`src/rtl/chain_fwd.sv`:
```
module chain_fwd #(
  parameter int          FIFO_DEPTH = 64,
  parameter int          MAX_DATA   = 32,
  parameter int          PAY_BYTES  = 16,
  parameter int          GAP_CYCLES = 64,
  parameter logic [7:0]  SOF        = 8'hA5,
  parameter logic [7:0]  T_TRIG     = 8'h02,
  parameter logic [7:0]  T_READY    = 8'h03,
  parameter logic [7:0]  T_REQ      = 8'h04,
  parameter logic [7:0]  T_DATA     = 8'h05,
  parameter logic [7:0]  T_BAL      = 8'h06,
  parameter logic [7:0]  T_ERR      = 8'h07
) (
  input  logic                   clk,
  input  logic                   rst_n,
  input  logic [7:0]             rx_byte,
  input  logic                   rx_valid,
  input  logic                   rx_ferr,
  output logic                   rx_ready,
  output logic [7:0]             tx_byte,
  output logic                   tx_valid,
  input  logic                   tx_ready,
  output logic                   meas_start,
  input  logic                   meas_done,
  input  logic [8*PAY_BYTES-1:0] meas_data,
  output logic [5:0]             bal_on
);

  localparam int AW = $clog2(FIFO_DEPTH);
  localparam int BW = $clog2(MAX_DATA);
  localparam int PW = 8 * PAY_BYTES;
  localparam int GW = $clog2(GAP_CYCLES + 1);

  typedef enum logic [3:0] {HUNT, TYP, LEN, CRH, CRL, DAT, CHK, WRD, CALC, SEND} st_t;

  function automatic logic [15:0] crc_step(input logic [15:0] c, input logic [7:0] d);
    logic [15:0] r;
    r = c ^ {d, 8'h00};
    for (int i = 0; i < 8; i++) r = r[15] ? ((r << 1) ^ 16'h1021) : (r << 1);
    return r;
  endfunction

  logic [7:0]    fifo_q [FIFO_DEPTH];
  logic [AW:0]   wp, rp;
  logic [7:0]    fbuf [MAX_DATA];
  st_t           st;
  logic [7:0]    f_type, f_len, idx;
  logic [15:0]   f_crc, crc_acc;
  logic [7:0]    t_type, t_len;
  logic [15:0]   t_crc;
  logic          t_off, t_src, follow;
  logic [5:0]    bal_q;
  logic          inhibit, busy, done_q;
  logic [GW-1:0] gap_q;

  wire empty = (wp == rp);
  wire full  = (wp[AW] != rp[AW]) && (wp[AW-1:0] == rp[AW-1:0]);
  wire push  = rx_valid && !full && !rx_ferr;
  wire in_rx = st inside {TYP, LEN, CRH, CRL, DAT};
  wire pop   = !empty && (in_rx || st == HUNT);
  wire [7:0] head = fifo_q[rp[AW-1:0]];

  assign rx_ready = !full;
  assign tx_valid = (st == SEND);
  assign bal_on   = (busy && inhibit) ? 6'd0 : bal_q;

  logic [7:0]    jx, bj, dbyte, cbyte;
  logic [PW-1:0] pshift;

  always_comb begin
    jx     = (st == CALC) ? idx - 8'd2 : idx - 8'd5;
    bj     = jx + {7'd0, t_off};
    pshift = meas_data << (8 * jx);
    dbyte  = t_src ? pshift[PW-1 -: 8] : fbuf[bj[BW-1:0]];
    cbyte  = (idx == 8'd0) ? t_type : (idx == 8'd1) ? t_len : dbyte;
    case (idx)
      8'd0:    tx_byte = SOF;
      8'd1:    tx_byte = t_type;
      8'd2:    tx_byte = t_len;
      8'd3:    tx_byte = t_crc[15:8];
      8'd4:    tx_byte = t_crc[7:0];
      default: tx_byte = dbyte;
    endcase
  end

  always_ff @(posedge clk) begin
    if (push) fifo_q[wp[AW-1:0]] <= rx_byte;
    if (st == DAT && pop) fbuf[idx[BW-1:0]] <= head;
  end

  always_ff @(posedge clk or negedge rst_n) begin
    if (!rst_n) begin
      wp <= '0; rp <= '0;
      st <= HUNT;
      f_type <= '0; f_len <= '0; f_crc <= '0; crc_acc <= '0; idx <= '0;
      t_type <= '0; t_len <= '0; t_crc <= '0; t_off <= 1'b0; t_src <= 1'b0; follow <= 1'b0;
      bal_q <= '0; inhibit <= 1'b0; busy <= 1'b0; done_q <= 1'b0;
      meas_start <= 1'b0; gap_q <= '0;
    end else begin
      if (push) wp <= wp + 1'b1;
      if (pop)  rp <= rp + 1'b1;
      meas_start <= 1'b0;
      done_q <= meas_done;
      if (meas_done && !done_q) busy <= 1'b0;

      case (st)
        HUNT: if (pop && head == SOF) st <= TYP;
        TYP: if (pop) begin
          f_type  <= head;
          crc_acc <= crc_step(16'hFFFF, head);
          st      <= LEN;
        end
        LEN: if (pop) begin
          f_len   <= head;
          crc_acc <= crc_step(crc_acc, head);
          st      <= (head > 8'(MAX_DATA)) ? HUNT : CRH;
        end
        CRH: if (pop) begin
          f_crc[15:8] <= head;
          st          <= CRL;
        end
        CRL: if (pop) begin
          f_crc[7:0] <= head;
          idx        <= '0;
          st         <= (f_len == 8'd0) ? CHK : DAT;
        end
        DAT: if (pop) begin
          crc_acc <= crc_step(crc_acc, head);
          idx     <= idx + 8'd1;
          if (idx == f_len - 8'd1) st <= CHK;
        end
        CHK: begin
          idx    <= '0;
          t_crc  <= 16'hFFFF;
          t_type <= f_type;
          t_len  <= f_len;
          t_off  <= 1'b0;
          t_src  <= 1'b0;
          follow <= 1'b0;
          st     <= CALC;
          if (crc_acc != f_crc) st <= HUNT;
          else if (f_type == T_BAL) begin
            if (f_len == 8'd0) t_type <= T_ERR;
            else begin
              bal_q <= fbuf[0][5:0];
              t_len <= f_len - 8'd1;
              t_off <= 1'b1;
            end
          end else if (f_type == T_TRIG) begin
            meas_start <= 1'b1;
            busy       <= 1'b1;
            inhibit    <= (f_len != 8'd0) && fbuf[0][0];
          end else if (f_type == T_READY) begin
            st <= WRD;
          end else if (f_type == T_REQ) begin
            t_type <= T_DATA;
            t_len  <= 8'(PAY_BYTES);
            t_src  <= 1'b1;
            follow <= 1'b1;
          end
        end
        WRD: if (!busy && meas_done) st <= CALC;
        CALC: begin
          t_crc <= crc_step(t_crc, cbyte);
          idx   <= idx + 8'd1;
          if (idx == t_len + 8'd1) begin
            idx <= '0;
            st  <= SEND;
          end
        end
        SEND: if (tx_ready) begin
          idx <= idx + 8'd1;
          if (idx == t_len + 8'd4) begin
            idx <= '0;
            if (follow) begin
              follow <= 1'b0;
              t_type <= f_type;
              t_len  <= f_len;
              t_src  <= 1'b0;
              t_crc  <= 16'hFFFF;
              st     <= CALC;
            end else begin
              st <= HUNT;
            end
          end
        end
        default: st <= HUNT;
      endcase

      if (pop) gap_q <= '0;
      else if (in_rx) begin
        gap_q <= gap_q + 1'b1;
        if (gap_q == GW'(GAP_CYCLES - 1)) begin
          gap_q <= '0;
          st    <= HUNT;
        end
      end
    end
  end

endmodule

```
`config.mk`:
```
export PLATFORM = sky130hd
export DESIGN_NAME = chain_fwd
export DESIGN_NICKNAME = d
export VERILOG_FILES = /design/src/rtl/chain_fwd.sv
export SDC_FILE = /design/constraint.sdc
export NUM_CORES = 1
export LEC_CHECK = 0
export BUFFER_PORTS_ARGS = -buffer_cell sky130_fd_sc_hd__buf_2
export CORE_ASPECT_RATIO = 0.6
export CORE_UTILIZATION = 50
export CTS_CLUSTER_SIZE = 30
export DETAILED_ROUTE_END_ITERATION = 7
export PLACE_DENSITY = 0.67
export REMOVE_ABC_BUFFERS = 1
export SLEW_MARGIN = 20
export SYNTH_ARGS = -nofsm -noshare
export SYNTH_HDL_FRONTEND = slang
export SYNTH_SLANG_ARGS = --single-unit
```
`constraint.sdc`:
```
create_clock -name clk -period 8.4 [get_ports clk]
set_clock_uncertainty 0.2 [all_clocks]
set_input_delay 1.68 -clock clk [delete_from_list [all_inputs] [get_ports clk]]
set_output_delay 1.68 -clock clk [all_outputs]
set_load 0.05 [all_outputs]
```
### Word-level counts from Yosys, hierarchy flattened

Memory sizes are Yosys's and may differ from the RTL's.
Index checks and enable logic that the tools add are counted.

| word-level totals | value |
|---|---|
| word-level logic and storage cells | 252 |
| memories | 2 |
| memory bits (writable) | 768 |
| input port bits | 142 |
| output and inout bits | 17 |
| register bits | 126 |

| operators by class | value |
|---|---|
| equal/unequal tests | 33 |
| reduce and logical (&&, ||, !) cells | 38 |
| shifts and indexed selects | 1 |
| magnitude comparators | 1 |
| bitwise logic cells | 30 |
| add/subtract/negate cells | 10 |
| muxes and demuxes | 116 |

Memories:

| memory | depth | bits a word | rd ports | clocked after Yosys merged registers in | wr ports | RTL line | RTL |
|---|---|---|---|---|---|---|---|
| fifo_q | 64 | 8 | 1 | 0 | 1 | 43 | `logic [7:0] fifo_q [FIFO_DEPTH];` |
| fbuf | 32 | 8 | 2 | 0 | 1 | 45 | `logic [7:0] fbuf [MAX_DATA];` |

Operator list:

| operator | count |
|---|---|
| $mux 13 | 24 |
| $mux 8 | 27 |
| $shl 128x11->128 | 1 |
| $mux 16 | 5 |
| $pmux 8 s5 | 2 |
| $mux 4 | 19 |
| $not 3->3 | 24 |
| $pmux 16 s3 | 1 |
| $pmux 4 s10 | 1 |
| $eq 8x2->1 const B | 4 |
| $pmux 16 s2 | 1 |
| $pmux 8 s2 | 2 |
| $xor 16x16->16 | 2 |
| $mux 1 | 26 |
| $eq 8x3->1 const B | 3 |
| $eq 8x8->1 | 3 |
| $add 7x1->7 const B | 3 |
| $mux 7 | 3 |
| $reduce_and 4->1 | 5 |
| $add 8x1->8 const B | 2 |
| $eq 4x3->1 const B | 4 |
| $logic_not 8->1 | 2 |
| $ne 16x16->1 | 1 |
| $not 16->16 | 1 |
| 32 further kinds | 63 |

### Longest topological paths before layout

An unclocked memory read counts as a cell.

| logic depth | value |
|---|---|
| word-level depth | 25 |
| depth in mapped cells | 22 |
| mapped depth without buffers | 16 |

### Least setup slack after synthesis

No wires, ideal clock.

| timing | value |
|---|---|
| path kind | register to output |
| start | register idx[1] |
| end | output port tx_byte[2] |
| stages on the path, launching flop included | 19 |
| path slack | 1126 ps |
| arrival | 5394 ps |
| required time | 6520 ps |
| path buffers | 5 |
| path through | dfrtp_1 -> clkbuf_1 -> clkinv_1 -> ha_1 -> buf_1 -> nand2_1 -> nand2_1 -> inv_1 -> buf_2 -> ha_1 -> clkbuf_1 -> clkbuf_1 -> mux4_2 -> mux2i_1 -> a22oi_1 -> a21oi_1 -> or4_1 -> and3_1 -> a41oi_1 |

| on the way | value |
|---|---|
| longest elaborated chain between the ends | 6 |
| elaborated cells on any way between the ends | 13 |
| classes of those cells | add/sub: 3; eq/ne: 4; shift: 1; mux: 3; reduce/logical: 1; memory: 1 |

RTL lines:

| what | RTL line | RTL |
|---|---|---|
| start: declaration | 47 | `logic [7:0] f_type, f_len, idx;` |
| start signal: assignment | 129 | `idx <= idx + 8'd1;` |
| start signal: assignment | 165 | `idx <= idx + 8'd1;` |
| start signal: assignment | 172 | `idx <= idx + 8'd1;` |
| $sub 8x3->8 / $sub 8x2->8 (equally long branches) | 71 | `jx = (st == CALC) ? idx - 8'd2 : idx - 8'd5;` |
| $mux 8 | 71 |  |
| $add 5x1->5 | 72 | `bj = jx + {7'd0, t_off};` |
| $mem_v2 32x8 | -- |  |
| $mux 8 | 74 | `dbyte = t_src ? pshift[PW-1 -: 8] : fbuf[bj[BW-1:0]];` |
| $pmux 8 s5 (*) | 76 | `case (idx)` |
| end: declaration | 20 | `output logic [7:0] tx_byte,` |

Mark *: on every way between the ends. The rest lies on a longest branch, timed or not.

### Worst setup path in the final report

| timing | value |
|---|---|
| start | register st[1] |
| end | output port tx_byte[1] |

| on the way | value |
|---|---|
| longest elaborated chain between the ends | 6 |
| elaborated cells on any way between the ends | 7 |
| classes of those cells | add/sub: 1; eq/ne: 1; shift: 1; mux: 3; memory: 1 |

RTL lines:

| what | RTL line | RTL |
|---|---|---|
| start: declaration | 46 | `st_t st;` |
| start signal: assignment | 116 | `st <= (head > 8'(MAX_DATA)) ? HUNT : CRH;` |
| start signal: assignment | 125 | `st <= (f_len == 8'd0) ? CHK : DAT;` |
| $eq 4x4->1 (*) | 71 |  |
| $mux 8 (*) | 71 |  |
| $add 5x1->5 | 72 |  |
| $mem_v2 32x8 | -- |  |
| $mux 8 (*) | 74 |  |
| $pmux 8 s5 (*) | 76 |  |

Marked as above.

==> reports/metrics.cfg <==
[flow_run]
cap_violations=0

[setup_path]
path_class=reg2out
crit_start=st[1]
start_kind=register
cp_max_fo=20
reg2reg_slack_ns=2.07
reg2regPathDepth=17
arrival_ns=6.08
r2r_start=st[1]
cp.required_ns=6.52
end_kind=primary output
crit_end=tx_byte[1]
reg2reg_to=t_crc[8]

[timing]
fin_tns_setup_ns=0
max-slew-margin-rel=0.1886
period_minus_slack_ns=7.960
timing.fmax_ghz=0.1256
tightest_slew_ns=1.208
grt_setup_unrepaired=no
post-route-period-util=0.9476
drv_slew=0
fin_hold_ws_ns=0.2883
hold_viol=0
setup_violations=0
finalWorstSetupSlack_ns=0.4398

[power]
ir_worst_vdd_uv=371.7
p_leak_uw=0.01524
power_per_cell_area_nw_per_um2=345.5
total_power_uw=15330

[logic_synthesis]
synthFlopType=edfxtp_1
synth_cell_types=74
synth_area_leaders=edfxtp_1 58%, mux4_2 14%, dfrtp_1 7.9%
ys_warn_count=0
ys_ff_latch=894
synth_top_area_frac=0.5790
synth-edff-count=768
syn_area_um2=39830
yosys.area.top_type=edfxtp_1
synthArstFlopShare=0.1409
syn_inst=2434
yosysSeqAreaShare=0.6582
synth.avg_cell_area_um2=16.36

[layout]
final_cell_mix=768 x edfxtp_1, 251 x mux4_2, 180 x nand2_1, 180 x nor2_1, 151 x buf_2
drive_gt1_frac=0.2532
area_delta_synth_final_pct=11.40
final_common_cell=edfxtp_1
fin_nets=2727

[outcome]
outcome=finished, final reports clean

[clock_tree]
cts.reportedPaths.clkPinSlew_ns=0.06
cts_setup_buffers=0
cts_tree=done
cts_buffer_depth=3
clockRootBuffer=clkbuf_16
numCtsBuffers=81
ctsHoldBuffers=0
cts_sinks=894
htreeDepth=3
clock_latency_ns=0.65
ctsResizeCount=0

[detailed_routing]
routed_wl_um=104000
avgViaCountPerCell=6.374
vias=23520
drt_iter0_drc=2921
routedWlPerCell_um=28.20
antenna_left=0
dr.pass1.iters=8
drc=0

[placed_design]
gp_congestion=0.9584
dp.final_hpwl_um=70700
numPortBuffers=158
dpl_worst_slack_ns=1.246

[global_routing]
antenna_found_initial=2
grt_pass1_wl_um=152900
grt_util_all_layers=0.2585
grt-ovfl-total=0
grt_max_degree=83
grt_pass1_vias=22790

[floorplan]
rows=79
initial_utilization=0.5094
ios=159
die_h_um=220.6
die-area_um2=80830
fp.dieW_um=366.4
core_area_um2=78190

[worst_hold_path]
min-delay-start=inhibit
min_path_type=reg2reg

## flip-flops by register name (all words and copies together), names as in the netlist, 4 cells and up
| register | flops |
|---|---|
| f_crc | 16 |
| f_len | 8 |
| crc_acc | 16 |
| t_len | 8 |
| f_type | 8 |
| rp | 7 |
| fbuf | 256 |
| st | 4 |
| t_crc | 16 |
| fifo_q | 512 |
| t_type | 8 |
| idx | 8 |
| wp | 7 |
| gap_q | 7 |
| bal_q | 6 |
## cell type report
class | count | area (um^2)
fillers | 6004 | 33820
flip-flops and latches | 894 | 26220
multi-input cells | 1370 | 12990
clock buffers | 94 | 2137
well taps | 1053 | 1318
repair buffers | 202 | 1180
clock inverters | 54 | 441.7
inverters | 20 | 75.07
diodes | 2 | 5.005
## critical path: stages (launching register included)
cell	delay [ns]
dfrtp_1	0.59
or4b_4	0.69
mux2_4	0.40
xor2_4	0.68
mux2i_1	0.30
o211ai_1	0.35
nor3_1	0.10
or4_1	0.53
nor3_1	0.92
nor3_1	0.10
a31oi_1	0.38
buf_2	0.35
## power breakdown
group          switching [uW]  internal (uW)
Sequential                505           5640
Clock                    1670           1970
Combinational            3360           2190
Total                    5530           9800
## cell usage after synthesis, types with 7 or more instances
master    count
a32oi_1      11
a41oi_1       7
nand2b_1     13
a22oi_1      15
ha_1         16
xor2_1       72
a211oi_1     28
nor2_1      181
clkbuf_1     95
or3_1         8
nor4_1       12
o22a_1        7
buf_1        24
nand3b_1      9
nor2b_1      22
and3_1       12
mux2i_1      81
mux2_2       50
nand3_1      53
nand2_1     180
nand4_1      31
nor3_1       28
a21oi_1      61
a31oi_1      14
and2_1       13
edfxtp_1    768
o22ai_1      12
inv_1        18
dfrtp_1     126
xnor2_1      53
buf_2        28
mux4_2      251
o21ai_0      44
## logic make-up after synthesis
logic type	count (synthesis)	synth area share
fa+ha+maj	16	0.005026
mux	386	0.1779
flops	894	0.6582
compound gates	250	0.04206
xor+xnor	133	0.03148
buf+inv	170	0.01747
simple gates	585	0.06791
## metrics by stage
step | cell area, um^2 | util | instances
after floorplan | 39210 | - | 2284
after global placement | 41770 | 0.5342 | 3539
after detailed placement | 41770 | 0.5343 | 3539
after CTS | 44350 | 0.5672 | 3687
after global routing | 44370 | 0.5674 | 3687
final | 44370 | 0.5675 | 3689
## routing by layer
| metal | global-route usage | vias up | part of all wire |
|---|---|---|---|
| met1 | 0.4324 | 12300 | 0.47 |
| met4 | 0.05021 | 2 | 0.016 |
| met2 | 0.3318 | 1196 | 0.40 |
| li1 | - | 9885 | - |
| met3 | 0.06947 | 134 | 0.12 |
| met5 | 0 | - | 0.00050 |
## worst min path at each step
| stage | end | slack (ns) | cells past startpoint |
|---|---|---|---|
| floorplan | busy | 0.24 | 2 |
| global placement | busy | 0.26 | 2 |
| detailed placement | inhibit | 0.27 | 2 |
| CTS | inhibit | 0.29 | 2 |
| global route | bal_q[0] | 0.32 | 1 |
| finish | inhibit | 0.29 | 2 |
Power figures use the tool's default switching activity.
